`config.mk`:
```
export PLATFORM = sky130hd
export DESIGN_NAME = tmr_unit
export DESIGN_NICKNAME = d
export VERILOG_FILES = /design/src/rtl/tmr_pkg.sv /design/src/rtl/tmr_prescale.sv /design/src/rtl/tmr_regctl.sv /design/src/rtl/tmr_chan_dp.sv /design/src/rtl/tmr_unit.sv
export SDC_FILE = /design/constraint.sdc
export NUM_CORES = 1
export LEC_CHECK = 0
export CORE_MARGIN = 2
export CORE_UTILIZATION = 25
export DETAILED_ROUTE_END_ITERATION = 12
export DONT_BUFFER_PORTS = 1
export GPL_TIMING_DRIVEN = 0
export SLEW_MARGIN = 25
export SYNTH_ARGS = -nofsm -noshare
export SYNTH_HDL_FRONTEND = slang
export SYNTH_SLANG_ARGS = --single-unit
```
`constraint.sdc`:
```
create_clock -name clk -period 2.8 [get_ports clk]
set_input_delay 0.56 -clock clk [delete_from_list [all_inputs] [get_ports clk]]
set_output_delay 0.56 -clock clk [all_outputs]
set_load 0.02 [all_outputs]
```
`src/rtl/tmr_pkg.sv`:
```
package tmr_pkg;
  localparam int OFF_CLK  = 'h00;
  localparam int OFF_CNT  = 'h0C;
  localparam int OFF_VAL  = 'h18;
  localparam int OFF_INTV = 'h24;
  localparam int OFF_STAT = 'h54;
  localparam int OFF_EN   = 'h60;
  localparam int CH_STRIDE = 4;

  localparam int BIT_HALT    = 0;
  localparam int BIT_MODE    = 1;
  localparam int BIT_RESTART = 4;
  localparam int PRE_W       = 4;
  localparam int CLK_CTL_W   = PRE_W + 2;

  typedef enum logic [2:0] {
    SEL_NONE, SEL_CLK, SEL_CNT, SEL_VAL, SEL_INTV, SEL_STAT, SEL_EN
  } rdSel_e;

  typedef struct packed {
    logic   wrClk;
    logic   wrCnt;
    logic   wrIntv;
    logic   wrIrqEn;
    logic   rdStat;
    rdSel_e sel;
  } chanStb_t;
endpackage

```
`src/rtl/tmr_prescale.sv`:
```
module tmr_prescale #(
  parameter int PRE_W = 4
) (
  input  logic             clk,
  input  logic             rstN,
  input  logic             tick,
  input  logic             clear,
  input  logic             bypass,
  input  logic [PRE_W-1:0] code,
  output logic             adv
);
  localparam int DIV_W = 2 ** PRE_W;

  logic [DIV_W-1:0] divCnt;
  logic [DIV_W-1:0] limit;
  logic             atLimit;

  // limit = 2^(code+1)-1, built as a thermometer mask
  always_comb begin
    for (int b = 0; b < DIV_W; b++) limit[b] = (b <= int'(code));
  end

  assign atLimit = (divCnt == limit);
  assign adv     = tick & (bypass | atLimit);

  always_ff @(posedge clk or negedge rstN) begin
    if (!rstN)                divCnt <= '0;
    else if (clear)           divCnt <= '0;
    else if (tick && !bypass) divCnt <= atLimit ? '0 : divCnt + 1'b1;
  end
endmodule

```
`src/rtl/tmr_regctl.sv`:
```
module tmr_regctl
  import tmr_pkg::*;
#(
  parameter int NUM_CH = 3,
  parameter int ADDR_W = 8,
  parameter int DATA_W = 32
) (
  input  logic                           clk,
  input  logic                           rstN,
  input  logic [ADDR_W-1:0]              addr,
  input  logic                           wrEn,
  input  logic                           rdEn,
  input  logic [NUM_CH-1:0][DATA_W-1:0]  chanWords,
  output chanStb_t [NUM_CH-1:0]          stb,
  output logic [DATA_W-1:0]              rdData
);
  logic [DATA_W-1:0] rdMux;

  always_comb begin
    for (int c = 0; c < NUM_CH; c++) begin
      stb[c] = '0;
      if (addr == ADDR_W'(OFF_CLK + c * CH_STRIDE)) begin
        stb[c].wrClk = wrEn;
        if (rdEn) stb[c].sel = SEL_CLK;
      end
      if (addr == ADDR_W'(OFF_CNT + c * CH_STRIDE)) begin
        stb[c].wrCnt = wrEn;
        if (rdEn) stb[c].sel = SEL_CNT;
      end
      if (addr == ADDR_W'(OFF_VAL + c * CH_STRIDE)) begin
        if (rdEn) stb[c].sel = SEL_VAL;
      end
      if (addr == ADDR_W'(OFF_INTV + c * CH_STRIDE)) begin
        stb[c].wrIntv = wrEn;
        if (rdEn) stb[c].sel = SEL_INTV;
      end
      if (addr == ADDR_W'(OFF_STAT + c * CH_STRIDE)) begin
        stb[c].rdStat = rdEn;
        if (rdEn) stb[c].sel = SEL_STAT;
      end
      if (addr == ADDR_W'(OFF_EN + c * CH_STRIDE)) begin
        stb[c].wrIrqEn = wrEn;
        if (rdEn) stb[c].sel = SEL_EN;
      end
    end
  end

  always_comb begin
    rdMux = '0;
    for (int c = 0; c < NUM_CH; c++) rdMux = rdMux | chanWords[c];
  end

  always_ff @(posedge clk or negedge rstN) begin
    if (!rstN)     rdData <= '0;
    else if (rdEn) rdData <= rdMux;
  end
endmodule

```
`src/rtl/tmr_chan_dp.sv`:
```
module tmr_chan_dp
  import tmr_pkg::*;
#(
  parameter int CNT_W  = 16,
  parameter int DATA_W = 32
) (
  input  logic              clk,
  input  logic              rstN,
  input  chanStb_t          stb,
  input  logic [DATA_W-1:0] wrData,
  input  logic              tickEn,
  output logic [DATA_W-1:0] rdWord,
  output logic              irq,
  output logic [CNT_W-1:0]  count,
  output logic              flag,
  output logic              halt,
  output logic              mode
);
  logic [CLK_CTL_W-1:0] clkCtl;
  logic [CNT_W-1:0]     intv;
  logic                 irqEn;
  logic                 restart;
  logic                 adv;
  logic                 hit;

  assign restart = stb.wrCnt & wrData[BIT_RESTART];

  tmr_prescale #(.PRE_W(PRE_W)) i_pre (
    .clk    (clk),
    .rstN   (rstN),
    .tick   (tickEn & ~halt),
    .clear  (restart | stb.wrClk),
    .bypass (~clkCtl[0]),
    .code   (clkCtl[PRE_W:1]),
    .adv    (adv)
  );

  assign hit = adv & mode & (count == intv) & ~restart;

  always_ff @(posedge clk or negedge rstN) begin
    if (!rstN) begin
      clkCtl <= '0;
      halt   <= 1'b1;
      mode   <= 1'b0;
      intv   <= '0;
      irqEn  <= 1'b0;
    end else begin
      if (stb.wrClk)   clkCtl <= wrData[CLK_CTL_W-1:0];
      if (stb.wrCnt) begin
        halt <= wrData[BIT_HALT];
        mode <= wrData[BIT_MODE];
      end
      if (stb.wrIntv)  intv  <= wrData[CNT_W-1:0];
      if (stb.wrIrqEn) irqEn <= wrData[0];
    end
  end

  always_ff @(posedge clk or negedge rstN) begin
    if (!rstN)        count <= '0;
    else if (restart) count <= '0;
    else if (adv)     count <= (mode && count == intv) ? '0 : count + 1'b1;
  end

  // a new hit outranks the clear of a simultaneous status read
  always_ff @(posedge clk or negedge rstN) begin
    if (!rstN)           flag <= 1'b0;
    else if (hit)        flag <= 1'b1;
    else if (stb.rdStat) flag <= 1'b0;
  end

  assign irq = flag & irqEn;

  always_comb begin
    unique case (stb.sel)
      SEL_CLK:  rdWord = DATA_W'(clkCtl);
      SEL_CNT:  rdWord = DATA_W'({mode, halt});
      SEL_VAL:  rdWord = DATA_W'(count);
      SEL_INTV: rdWord = DATA_W'(intv);
      SEL_STAT: rdWord = DATA_W'(flag);
      SEL_EN:   rdWord = DATA_W'(irqEn);
      default:  rdWord = '0;
    endcase
  end

  if (CNT_W < DATA_W) begin : g_hi
    logic unusedHi;
    assign unusedHi = ^wrData[DATA_W-1:CNT_W];
  end
endmodule

```
`src/rtl/tmr_unit.sv`:
```
module tmr_unit
  import tmr_pkg::*;
#(
  parameter int NUM_CH = 3,
  parameter int CNT_W  = 16,
  parameter int ADDR_W = 8,
  parameter int DATA_W = 32
) (
  input  logic              clk,
  input  logic              rstN,
  input  logic [ADDR_W-1:0] addr,
  input  logic [DATA_W-1:0] wrData,
  input  logic              wrEn,
  input  logic              rdEn,
  output logic [DATA_W-1:0] rdData,
  input  logic [NUM_CH-1:0] tickEn,
  output logic [NUM_CH-1:0] irq
);
  chanStb_t [NUM_CH-1:0]          stb;
  logic [NUM_CH-1:0][DATA_W-1:0]  chanWords;
  logic [NUM_CH-1:0][CNT_W-1:0]   chCount;
  logic [NUM_CH-1:0]              chFlag;
  logic [NUM_CH-1:0]              chHalt;
  logic [NUM_CH-1:0]              chMode;

  tmr_regctl #(.NUM_CH(NUM_CH), .ADDR_W(ADDR_W), .DATA_W(DATA_W)) i_ctl (
    .clk       (clk),
    .rstN      (rstN),
    .addr      (addr),
    .wrEn      (wrEn),
    .rdEn      (rdEn),
    .chanWords (chanWords),
    .stb       (stb),
    .rdData    (rdData)
  );

  for (genvar c = 0; c < NUM_CH; c++) begin : g_ch
    tmr_chan_dp #(.CNT_W(CNT_W), .DATA_W(DATA_W)) i_dp (
      .clk    (clk),
      .rstN   (rstN),
      .stb    (stb[c]),
      .wrData (wrData),
      .tickEn (tickEn[c]),
      .rdWord (chanWords[c]),
      .irq    (irq[c]),
      .count  (chCount[c]),
      .flag   (chFlag[c]),
      .halt   (chHalt[c]),
      .mode   (chMode[c])
    );
  end
endmodule

```
# Yosys cells after proc, flatten, opt, wreduce, memory -nomap -nowiden
# Cells that the tools add are included.
# Widths: inputs -> output; s select.
# word_totals
in_bits	47
wordCells	244
out_inout_bits	35
reg_bits	206
# classes
muxes	73
n_bitwise	38
n_eq_ne	41
addsub	6
magnitude_cmp	45
reduce_logical	16
# ops
operator	n
$mux 16	18
$pmux 16 s6	3
$add 16x1->16 const B	6
$eq 16x16->1	6
$le 4x4->1 const A	24
$mux 3	29
$or 32x32->32	2
$eq 8x7->1 const B	6
$le 3x4->1 const A	12
$eq 8x5->1 const B	4
$eq 8x6->1 const B	4
$eq 3x3->1 const B	9
$le 2x4->1 const A	6
$and 1x1->1	21
$mux 1	20
$eq 3x2->1 const B	6
$reduce_bool 2->1	9
$eq 8x4->1 const B	2
$le 1x4->1 const A	3
$mux 4	3
$eq 3x1->1 const B	3
$not 1->1	9
$eq 8x3->1 const B	1
$logic_not 8->1	1
other kinds (2)	12

# Logic depth before layout (Yosys ltp)
# Gate-level depths: netlist of run 1.
# logic_depth
depth_word	16
ltp_mapped	11
mapped_depth_nobuf	8

# By module
# Synthesis of run 1 repeated with hierarchy kept, for this count alone.
# hier_totals
cells_unflattened	1437
hier_area_um2	13118.8
# by_module_without_submodules
mod	seq_area_each_um2	instances	cells_each	area_each_um2
tmr_chan_dp	1052.3	3	244	2516.2
tmr_prescale (g_ch[1].i_dp.i_pre ...)	400.4	2	162	1229.9
tmr_regctl	800.8	1	215	1754.2
tmr_prescale (g_ch[0].i_dp.i_pre)	400.4	1	166	1356.3

# Least setup slack after synthesis of run 1
# No wires, ideal clock.
# synth_path
path_type	input -> register
from	input port addr[5]
to	register i_ctl.rdData[0]
slack_ns	0.162
cell_stages	8
path_buffers	1
t_required_ns	2.664
setup_time_ns	0.136
t_arrival_ns	2.502
cell_sequence	buf_2 -> or4b_4 -> nor4_2 -> nor2_1 -> and3b_1 -> and2_1 -> a2111oi_2 -> a31oi_1
# synth_via
elab_chain_len	16
elab_cells_between_ends	74
classes_between	eq/ne: 35; mux: 36; bitwise: 2; reduce/logical: 1
# synth_lines
element	line_no	source
start, declared	tmr_unit.sv:11	input logic [ADDR_W-1:0] addr,
$eq 8x3->1 / $logic_not 8->1 (equally long branches)	tmr_regctl.sv:22	if (addr == ADDR_W'(OFF_CLK + c * CH_STRIDE)) begin
$mux 3 / $mux 1 (equally long branches)	tmr_regctl.sv:22	
$mux 3	tmr_regctl.sv:28	if (rdEn) stb[c].sel = SEL_CNT;
$mux 3	tmr_regctl.sv:26	if (addr == ADDR_W'(OFF_CNT + c * CH_STRIDE)) begin
$mux 3	tmr_regctl.sv:31	if (rdEn) stb[c].sel = SEL_VAL;
$mux 3	tmr_regctl.sv:30	if (addr == ADDR_W'(OFF_VAL + c * CH_STRIDE)) begin
$mux 3	tmr_regctl.sv:35	if (rdEn) stb[c].sel = SEL_INTV;
$mux 3	tmr_regctl.sv:33	if (addr == ADDR_W'(OFF_INTV + c * CH_STRIDE)) begin
$mux 3	tmr_regctl.sv:39	if (rdEn) stb[c].sel = SEL_STAT;
$mux 4	tmr_regctl.sv:37	if (addr == ADDR_W'(OFF_STAT + c * CH_STRIDE)) begin
$mux 3	tmr_regctl.sv:43	if (rdEn) stb[c].sel = SEL_EN;
$mux 3	tmr_regctl.sv:41	if (addr == ADDR_W'(OFF_EN + c * CH_STRIDE)) begin
$eq 3x3->1, or another cell as far along	tmr_chan_dp.sv:74	unique case (stb.sel)
$pmux 16 s6	tmr_chan_dp.sv:74	
$or 32x32->32	tmr_regctl.sv:50	for (int c = 0; c < NUM_CH; c++) rdMux = rdMux | chanWords[c];
$or 32x32->32 *	tmr_regctl.sv:50	
end signal, assigned	tmr_regctl.sv:55	else if (rdEn) rdData <= rdMux;
end, declared	tmr_regctl.sv:15	output logic [DATA_W-1:0] rdData
# Mark *: on every way between the ends. The rest lies on a longest branch, timed or not.
# A chain may end at the register's enable or synchronous reset.

# Worst setup path after layout of run 1
# layout_path
from	register g_ch[1].i_dp.clkCtl[4]
to	register g_ch[1].i_dp.count[1]
# layout_via
elab_chain_len	5
elab_cells_between_ends	19
classes_between	order compare: 15; eq/ne: 1; bitwise: 2; reduce/logical: 1
# layout_lines
element	line_no	source
start, declared	tmr_chan_dp.sv:19	logic [CLK_CTL_W-1:0] clkCtl;
start signal, assigned	tmr_chan_dp.sv:48	if (stb.wrClk) clkCtl <= wrData[CLK_CTL_W-1:0];
$le 1x4->1, or another cell as far along	tmr_prescale.sv:20	for (int b = 0; b < DIV_W; b++) limit[b] = (b <= int'(code));
$eq 16x16->1 *	tmr_prescale.sv:23	assign atLimit = (divCnt == limit);
$or 1x1->1 *	tmr_prescale.sv:24	assign adv = tick & (bypass | atLimit);
$and 1x1->1 *	tmr_prescale.sv:24	
$reduce_bool 2->1 (no source line) *	n/a	
end signal, assigned	tmr_chan_dp.sv:61	else if (adv) count <= (mode && count == intv) ? '0 : count + 1'b1;
end, declared	tmr_chan_dp.sv:14	output logic [CNT_W-1:0] count,
# Marked as above.

==> results.md, run 1 <==
* Top FF cell, synth: dfrtp_1
* Fin nets at 1501
* Remaining DRCs at 0
* Cells after Synth at 1406
* F_max at 363 MHz
* Initial antenna violation count at 2
* Compound-Gate Fraction of Synth Area at 0.204
* Clock buffer depth at 2
* XOR/XNOR share of the synthesized area at 0.0406
* Placed inst area at 13400 um^2
* Post-route antenna net violation count at 0
* CTS H-tree depth at 4
* Placed insts at 2085
* Adder-cell share of the synthesized area at 0.00600
* DRT iter0 DRCs at 1035
* CP required at 3.15 ns
* Crit path top cell by count: buf_6
* Total Wirelength at roughly 40 mm
* Failing checks: negative hold slack
* Hold WC Path Type: input port to asynchronous set/reset pin
* Area of the mapped netlist at 12500 um^2
* Status: complete, but fails checks
* Top cell type's share of synthesized area at 0.374
* Power per Cell Area at 500 nW/um^2
* Root Driver: clkbuf_16
* Worst Tran Pin Value at just over 0.8 ns
* Min Clock Period, post-route at ~2.8 ns
* Most common cell in the synthesized netlist: dfrtp_1
* First-pass GRT wire length at just over 60 mm
* CP endpoint kind: register
* Comb pwr share at 0.182
* Syn-to-layout area delta at 14.5%
* Largest net degree at the start of global routing at between 150 and 200
* Worst EP arrival at about 3.1 ns
* Sequential-to-total area share from yosys stat at 0.380
* Final Setup Violations at 0
* Row cnt at 81
* Diodes inserted at 0
* Final hold vios at 187
* Synth Area per Inst at ~9 um^2
* Crit path largest cell delay at 0.44 ns
* Core Region at about 49000 um^2
* Worst-path fanout max at 10
* Gr usage total at 0.149
* Pleak at roughly 0.0059 uW
* Unique masters post-synth at 83
* Drt pass-1 iters at 6
* Yosys warns at 0
* Synth cell count leaders: dfrtp_1 (187), nand2_1 (129), o21ai_0 (91), a21oi_1 (84), mux2_2 (77)
* Initial Utilization at 0.255
* Rel. slew slack at 0.459
* Die ar. at a little over 50000 um^2
* Multiplexer share of the synthesized area at 0.0765
* Type of the worst setup path: register to register
* Clk_skew at just under 0.02 ns
* Most area-consuming cells after synthesis: dfrtp_1 (37%), mux2_2 (6.9%), nand2_1 (3.9%)
* Boundary Pins at 82
* HPWL after detailed placement at 28.6 mm
* Clock power share at 0.358
* Skew-Pair Late Insertion Delay at 0.46 ns
* Psw at about 2200 uW
* TritonCTS buffer count at 17
* CP Launch Type: register
* Internal at 4930 uW
* WHS at -0.198 ns
* GP Congestion at 0.898
* Synth area leader: dfrtp_1
* Largest family of logic cells by synthesized area: simple AND/OR/NAND/NOR gates
* Synthesis-stage register bit count at 190
* Layout cells sized above 1 at 0.162
* Die H at roughly 230 um
* Drt via density at 5.42
* Register share of total power at 0.460
* Remaining Overflow, GRT at 0
* Sink Count at 190
* Tcrit/Tclk final at 0.983
* Critical-path cell list: buf_6 -> buf_6 -> or3b_2 -> mux2i_2 -> o22ai_2 -> nor4_4 -> buf_4 -> o21ai_4 -> buf_6 -> buf_4 -> and3_1 -> a31o_2
* Sw Share at 0.312
* Worst path bufs/invs at 5
* Peak VDD IR at 0.446 mV
* Port Buf Inserts at 0
* Delay-heaviest family, CP: simple AND/OR/NAND/NOR gates
* Fin. max-slew vios at 0
* Cell area after layout at 14300 um^2
* Number of global-route vias before repair at 10800
* Number of synthesized flops with an enable pin at 0
* Slowest CP cell: or3b_2
* DIE WIDTH at 228 um
* Total power draw at 7160 uW
* TritonCTS clock tree: built
* Finished Layout Cells at 2125
* Avg WL per Cell at 18.6 um
* Routed vias at 11500
* Ys async rst share at 1.00
* # Max-Cap Violations at 0
* CTS clk-pin slew, worst paths at 0.08 ns
* Synth Area in Simple Gates at 0.238
## kinds of logic after synthesis
| family | after synthesis |
|---|---|
| buffers and inverters | 146 |
| muxes | 86 |
| adders and majority gates | 6 |
| AOI/OAI and AO/OA | 382 |
| other | 1 |
| DFF | 190 |
| and+or+nand+nor | 537 |
| xor gates and xnor gates | 58 |
## sequential cells by signal, summed over array words and instances, names as in the netlist, 16 cells and up
name,count
g_ch.i_dp.count,48
g_ch.i_dp.clkCtl,18
g_ch.i_dp.intv,48
g_ch.i_dp.i_pre.divCnt,48
i_ctl.rdData,16
## placed cells by master (no fill, tap or decap), drive strengths merged, types with 12 or more instances in the layout
cell type  netlist  final
nor2            67     67
buf             57     68
a22oi           12     12
nand4           25     25
o21ai           94     94
xnor2           28     28
clkbuf          71     89
and3            36     36
a21oi           84     84
xor2            30     30
inv             18     21
a22o            32     32
nand3           65     65
nand2          129    129
nand4b          13     13
dfrtp          187    187
or3             12     12
and2            17     17
nor4            26     26
mux2            77     77
a221oi          17     17
nor2b           28     28
nor3            36     36
conb             1     16
a31oi           36     36
or4             14     14
## metal layers
metal | track usage | wire length [um] | vias to the layer above
met5 | 0 | 0 | -
met4 | 0.0401 | 682 | 0
met1 | 0.200 | 17500 | 5751
li1 | - | - | 5308
met3 | 0.0451 | 3300 | 36
met2 | 0.232 | 18000 | 419
## power groups by stage
stage / registers, uW / logic, uW / clock network (uW)
floorplan: 3200 / 940 / 0
global placement: 3320 / 1200 / 0
detailed placement: 3320 / 1210 / 0
CTS: 3270 / 1250 / 2610
global route: 3330 / 1440 / 2740
finish: 3300 / 1300 / 2560
## worst reg2reg max path: stages (launching register included)
cell,delay [ns]
dfrtp_1,0.37
buf_6,0.13
buf_6,0.13
or3b_2,0.44
mux2i_2,0.22
o22ai_2,0.12
nor4_4,0.24
buf_4,0.18
o21ai_4,0.10
buf_6,0.17
buf_4,0.15
and3_1,0.18
a31o_2,0.20
## cell type report
| type | count | area (um^2) |
|---|---|---|
| flip-flops and latches | 190 | 4760 |
| clock buffers | 21 | 440 |
| inverters | 18 | 67.6 |
| well taps | 664 | 831 |
| fillers | 5158 | 34800 |
| plain buffers | 121 | 634 |
| multi-input cells | 1085 | 7320 |
| clock inverters | 11 | 158 |
| repair buffers | 15 | 113 |
## final timing paths
kind / slack (ns) / depth (start not counted) / start / endpoint
setup reg to reg: 0.05 / 12 / g_ch[1].i_dp.clkCtl[4] / g_ch[1].i_dp.count[1]
hold / removal: -0.20 / 0 / rstN / g_ch[2].i_dp.intv[12]
min in group clk: 0.25 / 1 / wrData[15] / g_ch[0].i_dp.intv[15]
setup / recovery: 0.05 / 12 / g_ch[1].i_dp.clkCtl[4] / g_ch[1].i_dp.count[1]
hold reg to reg: 0.52 / 1 / g_ch[1].i_dp.clkCtl[5] / g_ch[1].i_dp.clkCtl[5]
max in group asynchronous: 2.60 / 0 / rstN / g_ch[1].i_dp.i_pre.divCnt[3]
## metrics by stage
stage | utilization | TNS (ns) | worst slack, ns | hold slack [ns]
2_1_floorplan | - | 0 | 0.162 | 0.264
3_3_place_gp | 0.273 | -35.46 | -0.663 | 0.282
3_5_place_dp | 0.273 | -39.27 | -0.672 | 0.281
4_1_cts | 0.287 | 0 | 0.0118 | -0.218
5_1_grt | 0.291 | -0.324 | -0.0482 | -0.227
6_report | 0.291 | 0 | 0.0473 | -0.198
## timing repair
item,CTS,global route
endpoints found under the setup margin,65,104
buffers inserted,2,13
gates cloned,0,0
pin swaps,1,11
gates resized for setup,17,57
hold endpoints to repair,188,187
Note: power is estimated with default switching activity, not from simulation.
==> run 2, diff against run 1 <==
CORE_MARGIN = not set   (was 2)
PLACE_DENSITY = 0.49   (was not set)
==> run 2 against run 1 <==
Against the previous run:
- the run still ends with negative hold slack left
- maximum frequency up 1.9%
- core utilization is essentially flat
- clock power up 2%
- design area barely moved
==> results.md, run 2 (same netlist as run 1, synthesis figures left out) <==
* Root Driver: clkbuf_16 (unchanged)
* Remaining Overflow, GRT at 0 (unchanged)
* Core Region at 49200 um^2 (unchanged)
* Critical-path cell list: xor2_1 -> nor4_1 -> nand2_1 -> or4_1 -> clkbuf_1 -> or4_1 -> o21ai_0 (was buf_6 -> buf_6 -> or3b_2 -> mux2i_2 -> o22ai_2 -> nor4_4 -> buf_4 -> o21ai_4 -> buf_6 -> buf_4 -> and3_1 -> a31o_2)
* Fin nets at 1495 (was 1501)
* CTS clk-pin slew, worst paths at 0.08 ns (about the same)
* # fillers at 5198 (was 5158)
* RSZ-0062 raised after global routing: true
* Port Buf Inserts at 0 (unchanged)
* Reg2reg start: g_ch[0].i_dp.count[7] (was g_ch[1].i_dp.clkCtl[4])
* CP required at 3.18 ns (was 3.15 ns)
* Total Wirelength at 41.1 mm (was 39.5 mm)
* Slowest CP cell: or4_1 (was or3b_2)
* Largest net degree at the start of global routing at 191 (unchanged)
* Most frequent cells in the layout: dfrtp_1 (185), nand2_1 (129), o21ai_0 (88), a21oi_1 (83), mux2_2 (77) (was dfrtp_1 (186), nand2_1 (129), o21ai_0 (89), a21oi_1 (82), mux2_2 (77))
* DRT iter0 DRCs at 950 (was 1035)
* Fin. max-slew vios at 0 (unchanged)
* Busiest grt layer: met2 (unchanged)
* # Max-Cap Violations at 0 (unchanged)
* Row cnt at 81 (unchanged)
* Power per Cell Area at 503 nW/um^2 (was 500 nW/um^2)
* Type of the worst setup path: register to register (unchanged)
* Skew-Pair Late Insertion Delay at 0.46 ns (about the same)
* Delay-heaviest family, CP: simple AND/OR/NAND/NOR gates (unchanged)
* Final Setup Violations at 0 (unchanged)
* Worst path bufs/invs at 1 (was 5)
* Failing checks: negative hold slack (unchanged)
* Worst-path fanout max at 10 (unchanged)
* Worst EP arrival at 3.08 ns (was 3.11 ns)
* Die H at 226 um (was 228 um)
* Gr usage total at 0.162 (was 0.149)
* Boundary Pins at 82 (unchanged)
* Remaining DRCs at 0 (unchanged)
* M3 GR Usage at 0.0324 (was 0.0451)
* Reg2reg path depth at 7 (was 12)
* Post-route antenna net violation count at 0 (unchanged)
* Avg WL per Cell at 19.4 um (was 18.6 um)
* Met1 Track Usage GR at 0.226 (was 0.200)
* Total power draw at 7200 uW (was 7160 uW)
* Routed vias at 11400 (was 11500)
* Number of global-route vias before repair at 10700 (was 10800)
* Layout cells sized above 1 at 0.166 (was 0.162)
* Final hold vios at 187 (unchanged)
* Clock buffer depth at 2 (unchanged)
* Die ar. at 50900 um^2 (was 51900 um^2)
* Drt via density at 5.36 (was 5.42)
* Rel. slew slack at 0.462 (was 0.459)
* WHS at -0.197 ns (was -0.198 ns)
* Status: complete, but fails checks (unchanged)
* Crit path top cell by count: or4_1 (was buf_6)
* HPWL after detailed placement at 29.9 mm (was 28.6 mm)
* Worst Tran Pin Value at 0.803 ns (was 0.812 ns)
* CTS H-tree depth at 4 (unchanged)
* Clk_skew at 0.00984 ns (was 0.0192 ns)
* First-pass GRT wire length at 64.2 mm (was 62.1 mm)
* Peak VDD IR at 0.280 mV (was 0.446 mV)
* Finished Layout Cells at 2120 (was 2125)
* Drt pass-1 iters at 6 (unchanged)
* Pleak at 0.00590 uW (was 0.00588 uW)
* Placed insts at 2085 (unchanged)
* Initial Utilization at 0.255 (unchanged)
* TritonCTS buffer count at 17 (unchanged)
* CP Launch Type: register (unchanged)
* Top Registers: g_ch.i_dp.count: 48 flops, g_ch.i_dp.i_pre.divCnt: 48 flops, g_ch.i_dp.intv: 48 flops (unchanged)
* Hold WC Path Type: input port to asynchronous set/reset pin (unchanged)
* Syn-to-layout area delta at 14.4% (was 14.5%)
* GP Congestion at 0.882 (was 0.898)
* Tcrit/Tclk final at 0.965 (was 0.983)
* Commonest non-fill, non-tap cell in the layout: dfrtp_1 (unchanged)
* Reg2Reg Capture Point: g_ch[0].i_dp.flag (was g_ch[1].i_dp.count[1])
* F_max at 370 MHz (was 363 MHz)
* Initial antenna violation count at 2 (unchanged)
* Crit path largest cell delay at 0.56 ns (was 0.44 ns)
* Final Core Density at 0.291 (about the same)
* GR Layer Usage met2 at 0.251 (was 0.232)
* Sink Count at 190 (unchanged)
* DIE WIDTH at 226 um (was 228 um)
* R2r setup slk at 0.1 ns (was 0.05 ns)
* TritonCTS clock tree: built (unchanged)
* CP endpoint kind: register (unchanged)
* Min Clock Period, post-route at 2.70 ns (was 2.75 ns)
run 2: cell count changes in the layout (fill, tap and decap cells not counted), moves of 2 or more:
cell | previous run | this run
nor4_1 | 18 | 16
buf_4 | 40 | 36
clkbuf_2 | 11 | 16
o311ai_0 | 6 | 9
inv_8 | 1 | 6
o21ai_1 | 2 | 5
nand3_2 | 1 | 3
clkbuf_8 | 0 | 2
o21ai_2 | 2 | 0
clkbuf_1 | 56 | 45
o311ai_1 | 3 | 0
nand3_1 | 64 | 62
run 2: per-layer routing:
metal / up-vias / wire length (um)
li1: 5323 / -
met1: 5644 / 19200
met2: 339 / 18700
met3: 53 / 2400
met4: 2 / 828
met5: - / 13
run 2: worst max-delay path by stage:
stage	from	cells after the start	slack, ns	endpoint
after floorplan	addr[5]	8	0.16	i_ctl.rdData[0]
after global placement	addr[3]	8	-0.89	g_ch[1].i_dp.i_pre.divCnt[5]
after detailed placement	addr[3]	8	-0.84	g_ch[1].i_dp.i_pre.divCnt[5]
after CTS	g_ch[1].i_dp.clkCtl[3]	10	0.009	g_ch[1].i_dp.count[8]
after global routing	g_ch[0].i_dp.clkCtl[4]	10	-0.04	g_ch[0].i_dp.count[10]
final	g_ch[0].i_dp.count[7]	7	0.1	g_ch[0].i_dp.flag
run 2: report_power, final:
group          switching, uW  internal (uW)
registers                364           2960
clock network           1210           1410
logic                    727            530
run 2: cell type report:
cell class	instances	area, um^2	area share
Buffer	119	629	0.0440
Inverter	18	67.6	0.00472
Antenna cell	1	2.50	0.000175
Clock inverter	13	169	0.0118
Multi-Input combinational cell	1085	7320	0.511
Timing Repair Buffer	11	82.6	0.00577
Tap cell	664	831	0.0580
Sequential cell	190	4760	0.333
Clock buffer	19	453	0.0316
run 2: metrics by stage:
stage	hold WS [ns]	setup WS (ns)	setup TNS (ns)	instance area [um^2]
after floorplan	0.264	0.162	0	12600
after global placement	0.277	-0.891	-54.93	13400
after detailed placement	0.280	-0.838	-47.17	13400
after CTS	-0.210	0.00890	0	14100
after global routing	-0.221	-0.0411	-0.228	14300
final	-0.197	0.0979	0	14300
run 2: repair_timing:
item,4_1_cts,5_1_grt
buffers inserted,3,8
pin swaps,1,9
setup endpoints to repair,78,92
resized for setup,17,61
hold endpoints to repair,188,187
==> run 3, diff against run 2 <==
HOLD_SLACK_MARGIN = 0.06   (was not set)
SYNTH_HIERARCHICAL = 1   (was not set)
==> run 3 against run 2 <==
Against the previous run:
- the flow still finishes with violations (negative hold slack)
- worst hold slack lost 0.088 ns
- design area grew 8.1%
- non-clock buffer count grew 45
- largest power group unchanged
- critical path type unchanged
- core utilization grew 0.86 points
- largest cell class unchanged
- maximum frequency shrank 2.3%
==> results.md, run 3 <==
* Status: complete, but fails checks (unchanged)
* Failing checks: negative hold slack (unchanged)
* Type of the worst setup path: register to register (unchanged)
* Most area-consuming cells after synthesis: dfrtp_1 (39%), mux2_2 (6.2%), xnor2_1 (3.7%) (was dfrtp_1 (37%), mux2_2 (6.9%), nand2_1 (3.9%))
* CP required at 3.27 ns (was 3.18 ns)
* Peak VDD IR at 0.385 mV (was 0.280 mV)
* WHS at -0.285 ns (was -0.197 ns)
* Comb pwr share at 0.177 (was 0.175)
* CTS H-tree depth at 1 (was 4)
* Rel. slew slack at 0.542 (was 0.462)
* Gr usage total at 0.144 (was 0.162)
* Diodes inserted at 0 (was 1)
* CP endpoint kind: register (unchanged)
* Crit path top cell by count: nand4_1 (was or4_1)
* Psw at 2580 uW (was 2300 uW)
* Core Region at 51600 um^2 (was 49200 um^2)
* Port Buf Inserts at 0 (unchanged)
* Internal at 6090 uW (was 4900 uW)
* Routed vias at 10900 (was 11400)
* Most common cell in the synthesized netlist: dfrtp_1 (unchanged)
* Die ar. at 53400 um^2 (was 50900 um^2)
* Synth area leader: dfrtp_1 (unchanged)
* Final Core Density at 0.300 (was 0.291)
* CTS clk-pin slew, worst paths at 0.06 ns (was 0.08 ns)
* GP Congestion at 0.845 (was 0.882)
* Top Registers: g_ch.i_dp/count: 48 flops, g_ch.i_dp/i_pre/divCnt: 48 flops, g_ch.i_dp/intv: 48 flops (was g_ch.i_dp.count: 48 flops, g_ch.i_dp.i_pre.divCnt: 48 flops, g_ch.i_dp.intv: 48 flops)
* Number of synthesized flops with an enable pin at 0 (unchanged)
* Placed inst area at 14100 um^2 (was 13400 um^2)
* Initial antenna violation count at 1 (was 2)
* Unique masters post-synth at 82 (was 83)
* Hold WC Path Type: input port to asynchronous set/reset pin (unchanged)
* Pleak at 0.00643 uW (was 0.00590 uW)
* Top cell type's share of synthesized area at 0.387 (was 0.374)
* Slowest CP cell: dfrtp_2 (was or4_1)
* Clock buffer depth at 3 (was 2)
* Yosys warns at 6 (was 0)
* Sink Count at 206 (was 190)
* Avg WL per Cell at 17.4 um (was 19.4 um)
* CP Launch Type: register (unchanged)
* Layout cells sized above 1 at 0.223 (was 0.166)
* Total Wirelength at 38.7 mm (was 41.1 mm)
* Cells after Synth at 1437 (was 1406)
* HPWL after detailed placement at 27.8 mm (was 29.9 mm)
* Remaining Overflow, GRT at 0 (unchanged)
* Cell area after layout at 15500 um^2 (was 14300 um^2)
* Initial Utilization at 0.254 (was 0.255)
* # Max-Cap Violations at 0 (unchanged)
* Largest net degree at the start of global routing at 207 (was 191)
* Syn-to-layout area delta at 18.0% (was 14.4%)
* Power per Cell Area at 560 nW/um^2 (was 503 nW/um^2)
* Sequential-to-total area share from yosys stat at 0.393 (was 0.380)
* Root Driver: clkbuf_16 (unchanged)
* Clk_skew at 0.0254 ns (was 0.00984 ns)
* Synthesis-stage register bit count at 206 (was 190)
* TritonCTS buffer count at 27 (was 17)
* Most frequent cells in the layout: dfrtp_1 (196), nand2_1 (109), nor2_1 (95), buf_4 (85), a21oi_1 (74) (was dfrtp_1 (185), nand2_1 (129), o21ai_0 (88), a21oi_1 (83), mux2_2 (77))
* Worst EP arrival at 3.23 ns (was 3.08 ns)
* Remaining DRCs at 0 (unchanged)
* Drt via density at 4.91 (was 5.36)
* Boundary Pins at 82 (unchanged)
* Ys async rst share at 1.00 (unchanged)
* Drt pass-1 iters at 5 (was 6)
* Setup ws final at 0.0334 ns (was 0.0979 ns)
* Worst Tran Pin Value at 0.688 ns (was 0.803 ns)
* Fin nets at 1582 (was 1495)
* RSZ-0062 raised after global routing: true (unchanged)
* Commonest non-fill, non-tap cell in the layout: dfrtp_1 (unchanged)
* DIE WIDTH at 231 um (was 226 um)
* Final Setup Violations at 0 (unchanged)
* TritonCTS clock tree: built (unchanged)
* # fillers at 5401 (was 5198)
* Place WS at -1.07 ns (was -0.838 ns)
* Clock power share at 0.408 (was 0.363)
* Setup TNS at 0 ns (unchanged)
* Post-route antenna net violation count at 0 (unchanged)
* F_max at 361 MHz (was 370 MHz)
* Reg2reg path depth at 10 (was 7)
* Synth Area per Inst at 9.13 um^2 (was 8.90 um^2)
* Tcrit/Tclk final at 0.988 (was 0.965)
* First-pass GRT wire length at 61.0 mm (was 64.2 mm)
* Row cnt at 83 (was 81)
* Synth cell count leaders: dfrtp_1 (203), nand2_1 (109), nor2_1 (99), a21oi_1 (75), mux2_2 (72) (was dfrtp_1 (187), nand2_1 (129), o21ai_0 (91), a21oi_1 (84), mux2_2 (77))
* Sw Share at 0.297 (was 0.319)
* Skew-Pair Late Insertion Delay at 0.56 ns (was 0.46 ns)
* Top FF cell, synth: dfrtp_1 (unchanged)
* Die H at 231 um (was 226 um)
* Fin. max-slew vios at 0 (unchanged)
* Area of the mapped netlist at 13100 um^2 (was 12500 um^2)
* Final hold vios at 204 (was 187)
* DRT iter0 DRCs at 675 (was 950)
* Register share of total power at 0.416 (was 0.462)
* Worst-path fanout max at 6 (was 10)
* Critical-path cell list: or3_4 -> a221oi_2 -> nand4_1 -> nor4_4 -> buf_4 -> o21a_4 -> and4_4 -> nand4_1 -> xor2_1 -> nor3_1 (was xor2_1 -> nor4_1 -> nand2_1 -> or4_1 -> clkbuf_1 -> or4_1 -> o21ai_0)
* Crit path largest cell delay at 0.44 ns (was 0.56 ns)
* Min Clock Period, post-route at 2.77 ns (was 2.70 ns)
* Number of global-route vias before repair at 10600 (was 10700)
-- run 3: power by group through the flow --
| stage | logic, uW | registers (uW) | clock network, uW |
|---|---|---|---|
| after floorplan | 1140 | 3540 | 0 |
| after CTS | 1470 | 3600 | 3630 |
| final | 1530 | 3600 | 3530 |
| after detailed placement | 1390 | 3650 | 0 |
| after global routing | 1720 | 3650 | 3730 |
| after global placement | 1370 | 3650 | 0 |
-- run 3: cell families after synthesis --
group | synth area share
simple gates | 0.233
flops | 0.393
buf+inv | 0.0799
xor+xnor | 0.0608
fa+ha+maj | 0.00572
other cells | 0.000858
mux | 0.0801
compound gates | 0.146
-- run 3: what timing repair did --
action / in CTS / in global routing
setup endpoints to repair: 75 / 65
pin swaps: 4 / 9
endpoints found under the hold margin: 206 / 206
resized for setup: 43 / 50
setup buffers: 11 / 8
-- run 3: worst max-delay path: cells and delay by family (launching register included) --
kind	cells	cell delay (ns)
and+or+nand+nor	6	1.46
xor gates and xnor gates	1	0.17
DFF	1	0.44
buffers and inverters	1	0.20
AOI/OAI and AO/OA	2	0.44
-- run 3: per-stage QoR --
stage                     total power [uW]  cells
after global placement                5020   2162
after global routing                  9100   2227
after floorplan                       4680   1482
after CTS                             8700   2220
final                                 8670   2227
after detailed placement              5050   2162
-- run 3: layout make-up --
cell class	instances	area [um^2]	share of cell area
tap	680	851	0.0550
buffer	156	997	0.0644
timing repair buffer	19	143	0.00922
inverter	29	109	0.00703
sequential	206	5170	0.334
multi-input combinational	1090	7320	0.473
clock inverter	15	189	0.0122
clock buffer	32	704	0.0455
-- run 3: worst paths after layout --
| kind | from | end | slack [ns] |
|---|---|---|---|
| min | rstN | g_ch[0].i_dp/i_pre/divCnt[15] | -0.28 |
| min in group clk | wrData[1] | g_ch[2].i_dp/intv[1] | 0.14 |
| min reg2reg | g_ch[2].i_dp/clkCtl[5] | g_ch[2].i_dp/clkCtl[5] | 0.52 |
| max in group asynchronous | rstN | g_ch[2].i_dp/clkCtl[3] | 2.50 |
| max reg2reg | g_ch[1].i_dp/clkCtl[3] | g_ch[1].i_dp/count[14] | 0.03 |
| max | g_ch[1].i_dp/clkCtl[3] | g_ch[1].i_dp/count[14] | 0.03 |
-- run 3: per-layer routing --
metal / vias up / track usage / part of all wire
li1: 5254 / - / -
met1: 5370 / 0.194 / 0.46
met2: 252 / 0.228 / 0.45
met3: 55 / 0.0294 / 0.061
met4: 0 / 0.0445 / 0.026
met5: - / 0 / 0
